[src/rtl/nvm_seq_pkg.sv]
`timescale 1ns/1ps
package nvm_seq_pkg;
  typedef enum logic [1:0] {OP_READ = 2'b00, OP_PROG = 2'b01, OP_ERASE = 2'b10, OP_RSVD = 2'b11} op_e;
  typedef enum logic [2:0] {S_IDLE, S_ADDR, S_DATA, S_STRB, S_BUSY, S_FIN} st_e;

  // whole cycles needed to cover a span, rounded up
  function automatic int ns2cyc(input int ns, input int per_ns);
    return (ns + per_ns - 1) / per_ns;
  endfunction

  function automatic int imax(input int a, input int b);
    return (a > b) ? a : b;
  endfunction
endpackage

[src/rtl/nvm_seq_shift.sv]
`timescale 1ns/1ps
module nvm_seq_shift import nvm_seq_pkg::*; #(
  parameter int W  = 9,
  parameter int LO = 10,
  parameter int HI = 10
) (
  input  logic         clk,
  input  logic         rst_n,
  input  logic         start,
  input  logic [W-1:0] load,
  output logic         sclk,
  output logic         sen,
  output logic         sdi,
  output logic         rise,
  output logic         done
);
  localparam int PW = $clog2(imax(LO, HI) + 1);
  localparam int BW = $clog2(W + 1);

  logic          act, ph;
  logic [PW-1:0] pc;
  logic [BW-1:0] bc;
  logic [W-1:0]  sr;
  logic          last_lo, last_hi;

  assign last_lo = act && !ph && (pc == PW'(LO - 1));
  assign last_hi = act &&  ph && (pc == PW'(HI - 1));
  assign rise    = last_lo;
  assign done    = last_hi && (bc == BW'(W - 1));
  assign sclk    = act && ph;
  assign sen     = act;
  assign sdi     = sr[W-1];

  always_ff @(posedge clk) begin
    if (!rst_n) begin
      act <= 1'b0; ph <= 1'b0; pc <= '0; bc <= '0; sr <= '0;
    end else if (start) begin
      act <= 1'b1; ph <= 1'b0; pc <= '0; bc <= '0; sr <= load;
    end else if (act) begin
      if (last_lo) begin
        ph <= 1'b1; pc <= '0;
      end else if (last_hi) begin
        ph <= 1'b0; pc <= '0;
        sr <= {sr[W-2:0], 1'b0};
        if (done) act <= 1'b0;
        else      bc  <= bc + 1'b1;
      end else begin
        pc <= pc + 1'b1;
      end
    end
  end


  sdi_setup_chk: assert property (@(posedge clk) disable iff (!rst_n)
    $rose(sclk) |-> ($past(sen) && $stable(sdi)));

  sdi_hold_chk: assert property (@(posedge clk) disable iff (!rst_n)
    (sclk && $past(sclk)) |-> $stable(sdi));

  start_idle_chk: assert property (@(posedge clk) disable iff (!rst_n)
    start |-> !sen);
endmodule

[src/rtl/nvm_seq_watch.sv]
`timescale 1ns/1ps
module nvm_seq_watch #(
  parameter int LW = 8
) (
  input  logic          clk,
  input  logic          rst_n,
  input  logic          clr,
  input  logic          en,
  input  logic [LW-1:0] lim,
  output logic          hit
);
  logic [LW-1:0] cnt;

  assign hit = (cnt >= lim);

  always_ff @(posedge clk) begin
    if (!rst_n || clr) cnt <= '0;
    else if (en && !hit) cnt <= cnt + 1'b1;
  end


  cnt_bound_chk: assert property (@(posedge clk) disable iff (!rst_n)
    cnt <= lim);
endmodule

[src/rtl/nvm_pe_seq.sv]
`timescale 1ns/1ps
module nvm_pe_seq import nvm_seq_pkg::*; #(
  parameter int AW             = 9,
  parameter int DW             = 16,
  parameter int CLK_NS         = 5,
  parameter int SCLK_PERIOD_NS = 100,
  parameter int SETUP_NS       = 20,
  parameter int HOLD_NS        = 20,
  parameter int RESP_NS        = 960,
  parameter int REL_NS         = 20,
  parameter int PROG_MAX_NS    = 100_000,
  parameter int ERASE_MAX_NS   = 500_000_000
) (
  input  logic          clk,
  input  logic          rst_n,
  input  logic          req,
  input  logic [1:0]    op,
  input  logic [AW-1:0] addr,
  input  logic [DW-1:0] wdata,
  output logic          ack,
  output logic [DW-1:0] rdata,
  output logic          err,
  output logic          a_clk,
  output logic          a_shift,
  output logic          a_sdi,
  output logic          d_clk,
  output logic          d_shift,
  output logic          d_sdi,
  input  logic          d_sdo,
  output logic          prog,
  output logic          erase,
  input  logic          busy
);
  localparam int SYNC   = 2;
  localparam int HALF   = ns2cyc(SCLK_PERIOD_NS, 2 * CLK_NS);
  localparam int LO_C   = imax(HALF, ns2cyc(SETUP_NS, CLK_NS));
  localparam int HI_C   = imax(HALF, ns2cyc(HOLD_NS, CLK_NS));
  localparam int RESP_L = ns2cyc(RESP_NS, CLK_NS) + SYNC;
  localparam int REL_C  = imax(1, ns2cyc(REL_NS, CLK_NS));
  localparam int PMAX_C = ns2cyc(PROG_MAX_NS, CLK_NS);
  localparam int EMAX_C = ns2cyc(ERASE_MAX_NS, CLK_NS);
  localparam int RW     = $clog2(RESP_L + 1);
  localparam int LWR    = $clog2(REL_C + 1);
  localparam int DURW   = $clog2(imax(PMAX_C, EMAX_C) + 1);

  st_e           st;
  op_e           op_q;
  logic [DW-1:0] wdata_q, rcap, rdata_q;
  logic          err_q, b_m, b_s;
  logic          is_prog, is_erase, strb_on;
  logic          a_start, a_rise, a_done, d_start, d_rise, d_done;
  logic          resp_hit, dur_hit, low_hit;
  logic          resp_to, busy_over, rel_ok, fault;
  logic [DURW-1:0] dur_lim;

  assign is_prog  = (op_q == OP_PROG);
  assign is_erase = (op_q == OP_ERASE);
  assign strb_on  = (st == S_STRB) || (st == S_BUSY);
  assign prog     = strb_on && is_prog;
  assign erase    = strb_on && is_erase;
  assign a_start  = (st == S_IDLE) && req;
  assign d_start  = (st == S_ADDR) && a_done && !is_erase;
  assign dur_lim  = is_erase ? DURW'(EMAX_C) : DURW'(PMAX_C);

  // named handshake events
  assign resp_to   = (st == S_STRB) && resp_hit && !b_s;
  assign busy_over = (st == S_BUSY) && dur_hit && b_s;
  assign rel_ok    = (st == S_BUSY) && low_hit && !b_s;
  assign fault     = resp_to || busy_over;

  nvm_seq_shift #(.W(AW), .LO(LO_C), .HI(HI_C)) u_ash (
    .clk(clk), .rst_n(rst_n), .start(a_start), .load(addr),
    .sclk(a_clk), .sen(a_shift), .sdi(a_sdi), .rise(a_rise), .done(a_done));

  nvm_seq_shift #(.W(DW), .LO(LO_C), .HI(HI_C)) u_dsh (
    .clk(clk), .rst_n(rst_n), .start(d_start), .load(is_prog ? wdata_q : '0),
    .sclk(d_clk), .sen(d_shift), .sdi(d_sdi), .rise(d_rise), .done(d_done));

  nvm_seq_watch #(.LW(RW)) u_resp (
    .clk(clk), .rst_n(rst_n), .clr(st != S_STRB), .en(1'b1),
    .lim(RW'(RESP_L)), .hit(resp_hit));

  nvm_seq_watch #(.LW(DURW)) u_dur (
    .clk(clk), .rst_n(rst_n), .clr(st != S_BUSY), .en(b_s),
    .lim(dur_lim), .hit(dur_hit));

  nvm_seq_watch #(.LW(LWR)) u_low (
    .clk(clk), .rst_n(rst_n), .clr((st != S_BUSY) || b_s), .en(1'b1),
    .lim(LWR'(REL_C)), .hit(low_hit));

  always_ff @(posedge clk) begin
    if (!rst_n) begin
      b_m <= 1'b0; b_s <= 1'b0;
    end else begin
      b_m <= busy; b_s <= b_m;
    end
  end

  // read bit is taken in the last low cycle, long after the previous edge
  always_ff @(posedge clk) begin
    if (!rst_n)      rcap <= '0;
    else if (d_rise) rcap <= {rcap[DW-2:0], d_sdo};
  end

  always_ff @(posedge clk) begin
    if (!rst_n) begin
      st <= S_IDLE; op_q <= OP_READ; wdata_q <= '0; rdata_q <= '0; err_q <= 1'b0;
    end else begin
      case (st)
        S_IDLE: if (req) begin
          op_q <= op_e'(op); wdata_q <= wdata; st <= S_ADDR;
        end
        S_ADDR: if (a_done) st <= is_erase ? S_STRB : S_DATA;
        S_DATA: if (d_done) begin
          if (is_prog) st <= S_STRB;
          else begin rdata_q <= rcap; st <= S_FIN; end
        end
        S_STRB: if (b_s) st <= S_BUSY;
                else if (resp_to) begin err_q <= 1'b1; st <= S_FIN; end
        S_BUSY: if (busy_over) begin err_q <= 1'b1; st <= S_FIN; end
                else if (rel_ok) st <= S_FIN;
        S_FIN:  st <= S_IDLE;
        default: st <= S_IDLE;
      endcase
    end
  end

  assign ack   = (st == S_FIN);
  assign rdata = rdata_q;
  assign err   = err_q;


  strobe_excl_chk: assert property (@(posedge clk) disable iff (!rst_n)
    $onehot0({prog, erase}));

  strobe_drop_chk: assert property (@(posedge clk) disable iff (!rst_n)
    $fell(prog || erase) |-> ($past(rel_ok) || $past(fault)));

  ack_pulse_chk: assert property (@(posedge clk) disable iff (!rst_n)
    ack |=> !ack);

  err_sticky_chk: assert property (@(posedge clk) disable iff (!rst_n)
    err |=> err);

  accept_idle_chk: assert property (@(posedge clk) disable iff (!rst_n)
    $rose(a_shift) |-> ($past(st) == S_IDLE));

  a_rise_chk: assert property (@(posedge clk) disable iff (!rst_n)
    a_rise |-> (a_shift && !a_clk));
endmodule

[config.mk]
export PLATFORM = sky130hd
export DESIGN_NAME = nvm_pe_seq
export DESIGN_NICKNAME = d
export VERILOG_FILES = /design/src/rtl/nvm_seq_pkg.sv /design/src/rtl/nvm_seq_shift.sv /design/src/rtl/nvm_seq_watch.sv /design/src/rtl/nvm_pe_seq.sv
export SDC_FILE = /design/constraint.sdc
export NUM_CORES = 1
export LEC_CHECK = 0
export BUFFER_PORTS_ARGS = -buffer_cell sky130_fd_sc_hd__buf_2
export CAP_MARGIN = 20
export CORE_UTILIZATION = 45
export CTS_BUF_LIST = sky130_fd_sc_hd__clkbuf_4
export DETAILED_ROUTE_END_ITERATION = 10
export GPL_TIMING_DRIVEN = 0
export PLACE_DENSITY = 0.64
export RECOVER_POWER = 50
export SETUP_SLACK_MARGIN = 0.5
export SYNTH_ARGS = -nofsm -noshare
export SYNTH_HDL_FRONTEND = slang
export SYNTH_HIERARCHICAL = 1
export SYNTH_SLANG_ARGS = --single-unit
[constraint.sdc]
create_clock -name clk -period 8.41 [get_ports clk]
set_clock_uncertainty 0.15 [all_clocks]
set_input_delay 1.2615 -clock clk [delete_from_list [all_inputs] [get_ports clk]]
set_output_delay 1.2615 -clock clk [all_outputs]
set_load 0.05 [all_outputs]
==> impl_metrics.json, run 1 <==
{
  "cts_max_level": 4,
  "setup_tns_ns": 0,
  "cts.clk_slew.worst_paths_ns": 0.13,
  "synth_edf_count": 0,
  "drive_gt1_share_pct": 11.5,
  "rsz0062_at_grt": "no",
  "synth-seq-cells": 140,
  "nets": 1098,
  "ctsLongestPathBuffers": 2,
  "status": "completed",
  "grt_use_total_pct": 21.0,
  "crit_type": "reg -> reg",
  "min_period_over_period_pct": 49.9,
  "regArea_mm2": 0.00280,
  "min_path_type": "reg -> reg",
  "firstDrtPassIters": 5,
  "antenna_found_initial": 0,
  "synth_area_mm2": 0.00772,
  "grt_pass1_wl_mm": 30.3,
  "start_kind": "register",
  "dieArea_mm2": 0.0177,
  "synth.top_cell.area_share_pct": 36.3,
  "worstMarginPinSlew_ns": 0.869,
  "final_max_slew_viol_count": 0,
  "final_cells": 1250,
  "place_hpwl_mm": 12.8,
  "routed_wl_mm": 17.4,
  "core_mm2": 0.0166,
  "clk-insertion-delay-late_ns": 0.55,
  "post_cts_buffers": 0,
  "avgSynthCellArea_um2": 8.42,
  "wl_per_cell_um": 14.0,
  "cts_buffers": 17,
  "synthTopCellsByArea": "dfxtp_1 (36%), ha_1 (7.9%), nand2_1 (5.8%), a21oi_1 (4.3%), mux2i_1 (3.1%)",
  "diodes": 0,
  "synth-async-reset-ratio_pct": 0,
  "start_util_pct": 46.4,
  "via_per_inst": 5.32,
  "dieWidth_um": 133,
  "cts_tree": "done",
  "yosysUniqueCellTypes": 76,
  "vias": 6650,
  "cts.sinks": 140,
  "grt_overflow": 0,
  "syn_inst": 916,
  "multi_input_area_mm2": 0.00441,
  "ant_nets": 0,
  "die_y_um": 133,
  "crit_path_end_kind": "register",
  "place_area_mm2": 0.00837,
  "grt_pass1_vias": 6261,
  "finalCriticalPeriod_ns": 4.20,
  "area_delta_synth_final_pct": 11.0,
  "finalSetupViolations": 0,
  "pre_cts_ws_ns": 4.18,
  "arrival_ns": 4.48,
  "p_per_area_mw_per_mm2": 144,
  "cts-resized-gates": 0,
  "critPathMaxFanout": 13,
  "max-cap-violations": 0,
  "drc_errors": 0,
  "synth_top_area_cell": "dfxtp_1",
  "fillCellCount": 1669,
  "initialDrtViolationCount": 276,
  "postCtsHoldBufs": 0,
  "ys.flop_type": "dfxtp_1",
  "place.gp.congestion": 0.802,
  "worst_slack_ns": 4.21,
  "crit_required_ns": 8.69,
  "relSlewSlack_pct": 41.5,
  "design_area_mm2": 0.00857,
  "hold_viol": 0,
  "ir_worst_vdd_v": 0.0000865,
  "io_pins": 58,
  "ys_seq_area_share_pct": 36.3,
  "yosys_warnings": 6,
  "clock.fmax_ghz": 0.238,
  "placed_cells": 1218,
  "grt_max_degree": 17,
  "rows": 47,
  "cts_root_buf": "clkbuf_4",
  "portBuffers": 57,
  "leakagePower_uw": 0.00325
}
## cell usage after synthesis (all sizes together), types with 8 or more instances
cell    number
dfxtp      140
nand2      120
a21oi       67
inv         60
o21ai       60
ha          49
a21boi      37
buf         33
nand3       32
nor2        27
a31oi       26
and2        26
mux2i       24
nor2b       24
or4         24
o31ai       23
clkbuf      21
nand2b      16
nand4       14
and3         8
or3          8
## layer usage
layer  vias up  part of all wire, %  global-route usage (%)
li1       3437                    -                       -
met1      3074                   49                    28.7
met2       126                   45                    33.0
met3        13                  4.8                    4.90
met4         0                  1.2                    6.00
met5         -                    0                       0
## worst max-delay path, stage by stage (launching register included)
cell	delay, ns
dfxtp_1	0.33
nand2b_1	0.30
inv_1	0.44
inv_1	0.09
ha_1	0.31
nand3_1	0.12
nor4_1	0.78
a22oi_1	0.20
nand3_1	0.29
clkbuf_1	0.43
nand2b_1	0.19
mux2i_1	0.09
nand2_1	0.11
o311ai_1	0.12
mux2i_1	0.14
## layout make-up
| class | instances | share of cell area, % |
|---|---|---|
| buffer | 54 | 3.33 |
| clock buffer | 17 | 1.49 |
| multi-input combinational | 686 | 51.4 |
| timing repair buffer | 58 | 3.17 |
| tap | 220 | 3.21 |
| clock inverter | 15 | 1.99 |
| sequential | 140 | 32.7 |
| inverter | 60 | 2.64 |
## through the flow
step	power (µW)	hold WS [ns]	util (%)
2_1_floorplan	766	0.262	-
3_3_place_gp	792	0.268	50.3
5_1_grt	1300	0.338	51.5
6_report	1240	0.313	51.5
3_5_place_dp	793	0.273	50.3
4_1_cts	1260	0.312	52.1
## kinds of logic (layout without fill, tap and decap cells)
family	after synthesis	count (layout)	synth area share, %
AND/OR/NAND/NOR	327	327	23.1
AO/OA/AOI/OAI	254	254	21.5
flip-flops	140	140	36.3
buffers and inverters	114	204	7.25
adder cells (fa/ha/maj)	49	49	7.95
multiplexers	24	24	3.11
XOR/XNOR	6	6	0.681
other	2	26	0.0973
## layout by cell type, fill, tap and decap left out, types with 10 or more instances in the layout
cell / Yosys / layout
or4_1: 24 / 24
and2_1: 25 / 24
nand3_1: 31 / 31
inv_1: 58 / 58
nand2b_1: 14 / 14
ha_1: 49 / 49
dfxtp_1: 140 / 140
o31ai_1: 23 / 23
a21oi_1: 67 / 67
conb_1: 2 / 26
o21ai_1: 12 / 11
a21boi_0: 18 / 24
a21boi_1: 10 / 10
mux2i_1: 24 / 24
buf_2: 14 / 52
o21ai_0: 48 / 49
clkbuf_1: 21 / 45
clkbuf_4: 0 / 17
nand4_1: 14 / 14
nor2_1: 27 / 27
a31oi_1: 26 / 26
nor2b_1: 24 / 24
nand2_1: 119 / 119
## power by group
group	total (µW)	internal [µW]	switching, µW
Clock	465	206	259
Sequential	681	675	6.74
Combinational	90.8	35.6	55.2
Total	1240	916	321
## worst paths after layout
check | endpoint | slack [ns] | startpoint | cells past startpoint
hold / removal | rdata[6]$_SDFFE_PN0P_ | 0.31 | rdata[6]$_SDFFE_PN0P_ | 2
setup reg to reg | st[1]$_SDFFE_PN0P_ | 4.21 | op_q[0]$_SDFFE_PN0P_ | 14
setup / recovery | st[1]$_SDFFE_PN0P_ | 4.21 | op_q[0]$_SDFFE_PN0P_ | 14
hold reg to reg | rdata[6]$_SDFFE_PN0P_ | 0.31 | rdata[6]$_SDFFE_PN0P_ | 2
## sequential cells by signal, indices dropped and copies added (netlist names), 2 cells and up
name and flops:
u_dsh/sr 16, u_dur/cnt 27, wdata_q 16, u_ash/sr 9
rdata 16, st 3, u_resp/cnt 8, rcap 16
u_low/cnt 3, u_ash/pc 4, u_ash/bc 4, u_dsh/pc 4
u_dsh/bc 5, op_q 2
Note: power is estimated with default switching activity, not from simulation.
==> run 2: changes to the inputs <==
PLACE_DENSITY = 0.66   (was 0.64)
clock period = 3.8 ns   (was 8.41 ns; I/O delays follow)
==> impl_metrics.json, run 2 (synthesis results as in run 1) <==
{
  "top_register": "u_dur/cnt",
  "ctsLongestPathBuffers": 2,
  "worstMarginPinSlew_ns": 0.720,
  "start_kind": "register",
  "final_common_cell": "dfxtp_1",
  "p_sw_share_pct": 26.0,
  "io_pins": 58,
  "place_hpwl_mm": 12.8,
  "grt_overflow": 0,
  "grt_use_total_pct": 20.9,
  "min_path_type": "in -> reg",
  "dieWidth_um": 133,
  "wl_per_cell_um": 14.0,
  "grt_pass1_wl_mm": 30.1,
  "leakagePower_uw": 0.00328,
  "portBuffers": 57,
  "fin_total_pwr_uw": 2850,
  "routed_wl_mm": 17.7,
  "pre_cts_ws_ns": -0.249,
  "drc_errors": 0,
  "dieArea_mm2": 0.0177,
  "place.gp.congestion": 0.819,
  "place_area_mm2": 0.00837,
  "finalCriticalPeriod_ns": 3.19,
  "finalSetupViolations": 0,
  "p_int_uw": 2110,
  "critical_path_buf_inv_count": 6,
  "clock.fmax_ghz": 0.314,
  "relSlewSlack_pct": 51.5,
  "crit_path_end_kind": "register",
  "start_util_pct": 46.4,
  "final_max_slew_viol_count": 0,
  "pwr-share-clk_pct": 39.8,
  "design_area_mm2": 0.00873,
  "p_sw_uw": 742,
  "crit_required_ns": 4.07,
  "ant_nets": 0,
  "cts_max_level": 4,
  "rows": 47,
  "via_per_inst": 5.35,
  "most-common-layout-cells": "dfxtp_1 (138), nand2_1 (119), a21oi_1 (67), inv_1 (57), ha_1 (49)",
  "grt_pass1_vias": 6310,
  "postCtsHoldBufs": 0,
  "core_mm2": 0.0166,
  "cts_buffers": 17,
  "cpPeakStageDelay_ns": 0.54,
  "firstDrtPassIters": 4,
  "path_cells": "buf_6 -> nand2b_1 -> or3_1 -> clkbuf_1 -> clkinvlp_2 -> clkbuf_1 -> inv_1 -> clkbuf_1 -> o21ai_0 -> a31oi_1",
  "seqPwrFrac_pct": 52.9,
  "cpLargestDelayFamily": "buffers and inverters",
  "largest_reg_flops": 27,
  "vias": 6731,
  "initialDrtViolationCount": 323,
  "rsz0062_at_grt": "no",
  "cts_tree": "done",
  "arrival_ns": 3.46,
  "fillCellCount": 1633,
  "p_per_area_mw_per_mm2": 327,
  "hold_viol": 0,
  "crit_slowest_cell": "clkbuf_1",
  "fin_hold_ws_ns": 0.0749,
  "drive_gt1_share_pct": 12.8,
  "antenna_found_initial": 1,
  "worst_slack_ns": 0.612,
  "status": "completed",
  "combPwrFrac_pct": 7.3,
  "max-cap-violations": 0,
  "cts.clk_slew.worst_paths_ns": 0.13,
  "clk-insertion-delay-late_ns": 0.54,
  "cts.sinks": 140,
  "die_y_um": 133,
  "grt_max_degree": 17,
  "cts_root_buf": "clkbuf_4",
  "crit_type": "reg -> reg",
  "min_period_over_period_pct": 83.9,
  "crit_top_cell": "clkbuf_1",
  "nets": 1104,
  "ir_worst_vdd_v": 0.000330,
  "area_delta_synth_final_pct": 13.1,
  "critPathMaxFanout": 14
}
## run 2: changes by cell type in the layout (fill, tap and decap cells not counted), moves of 3 or more
cell / delta
o31ai_2: +5
a21boi_0: +3
buf_4: +7
clkbuf_4: +3
clkinv_2: -3
buf_2: -8
a21boi_2: -3
o31ai_1: -5
## run 2: cell type report
| type | count | area [µm²] | area share [%] |
|---|---|---|---|
| diodes | 2 | 5.00 | 0.0573 |
| plain buffers | 54 | 310 | 3.56 |
| clock buffers | 17 | 128 | 1.46 |
| clock inverters | 15 | 211 | 2.42 |
| inverters | 60 | 230 | 2.64 |
| multi-input cells | 686 | 4460 | 51.0 |
| flip-flops and latches | 140 | 2810 | 32.1 |
| well taps | 220 | 275 | 3.15 |
| repair buffers | 64 | 308 | 3.53 |
## run 2: worst paths after layout
kind                      start                       end  depth (start not counted)  slack [ns]
max reg2reg  st[1]$_SDFFE_PN0P_  u_ash/sr[3]$_SDFFE_PN0P_                         10        0.61
min                        busy            b_m$_SDFF_PN0_                          2        0.07
max          st[1]$_SDFFE_PN0P_  u_ash/sr[3]$_SDFFE_PN0P_                         10        0.61
min reg2reg      b_m$_SDFF_PN0_            b_s$_SDFF_PN0_                          1        0.31
## run 2: per-layer routing
layer  global-route usage (%)  vias to the layer above  share of wire [%]
li1                         -                     3460                  -
met1                     28.6                     3115                 49
met2                     32.8                      142                 45
met3                     4.67                       14                4.6
met4                     5.75                        0                1.3
met5                        0                        -                  0
## run 2: what timing repair did
item	4_1_cts	5_1_grt
setup buffers	3	3
pin swaps	0	4
resized for setup	9	18
setup endpoints to repair	30	23
## run 2: power groups by stage
stage                     sequential (µW)  clock [µW]  combinational [µW]
after floorplan                      1540           0                 150
after global placement               1540           0                 211
after detailed placement             1540           0                 215
after CTS                            1510        1170                 222
after global routing                 1510        1240                 239
final                                1510        1140                 210
## run 2: through the flow
step,instances,setup TNS [ns],utilization [%]
4_1_cts,1253,0,52.7
6_report,1258,0,52.4
2_1_floorplan,940,0,-
3_3_place_gp,1217,-1.13,50.3
5_1_grt,1258,0,52.4
3_5_place_dp,1218,-0.339,50.3
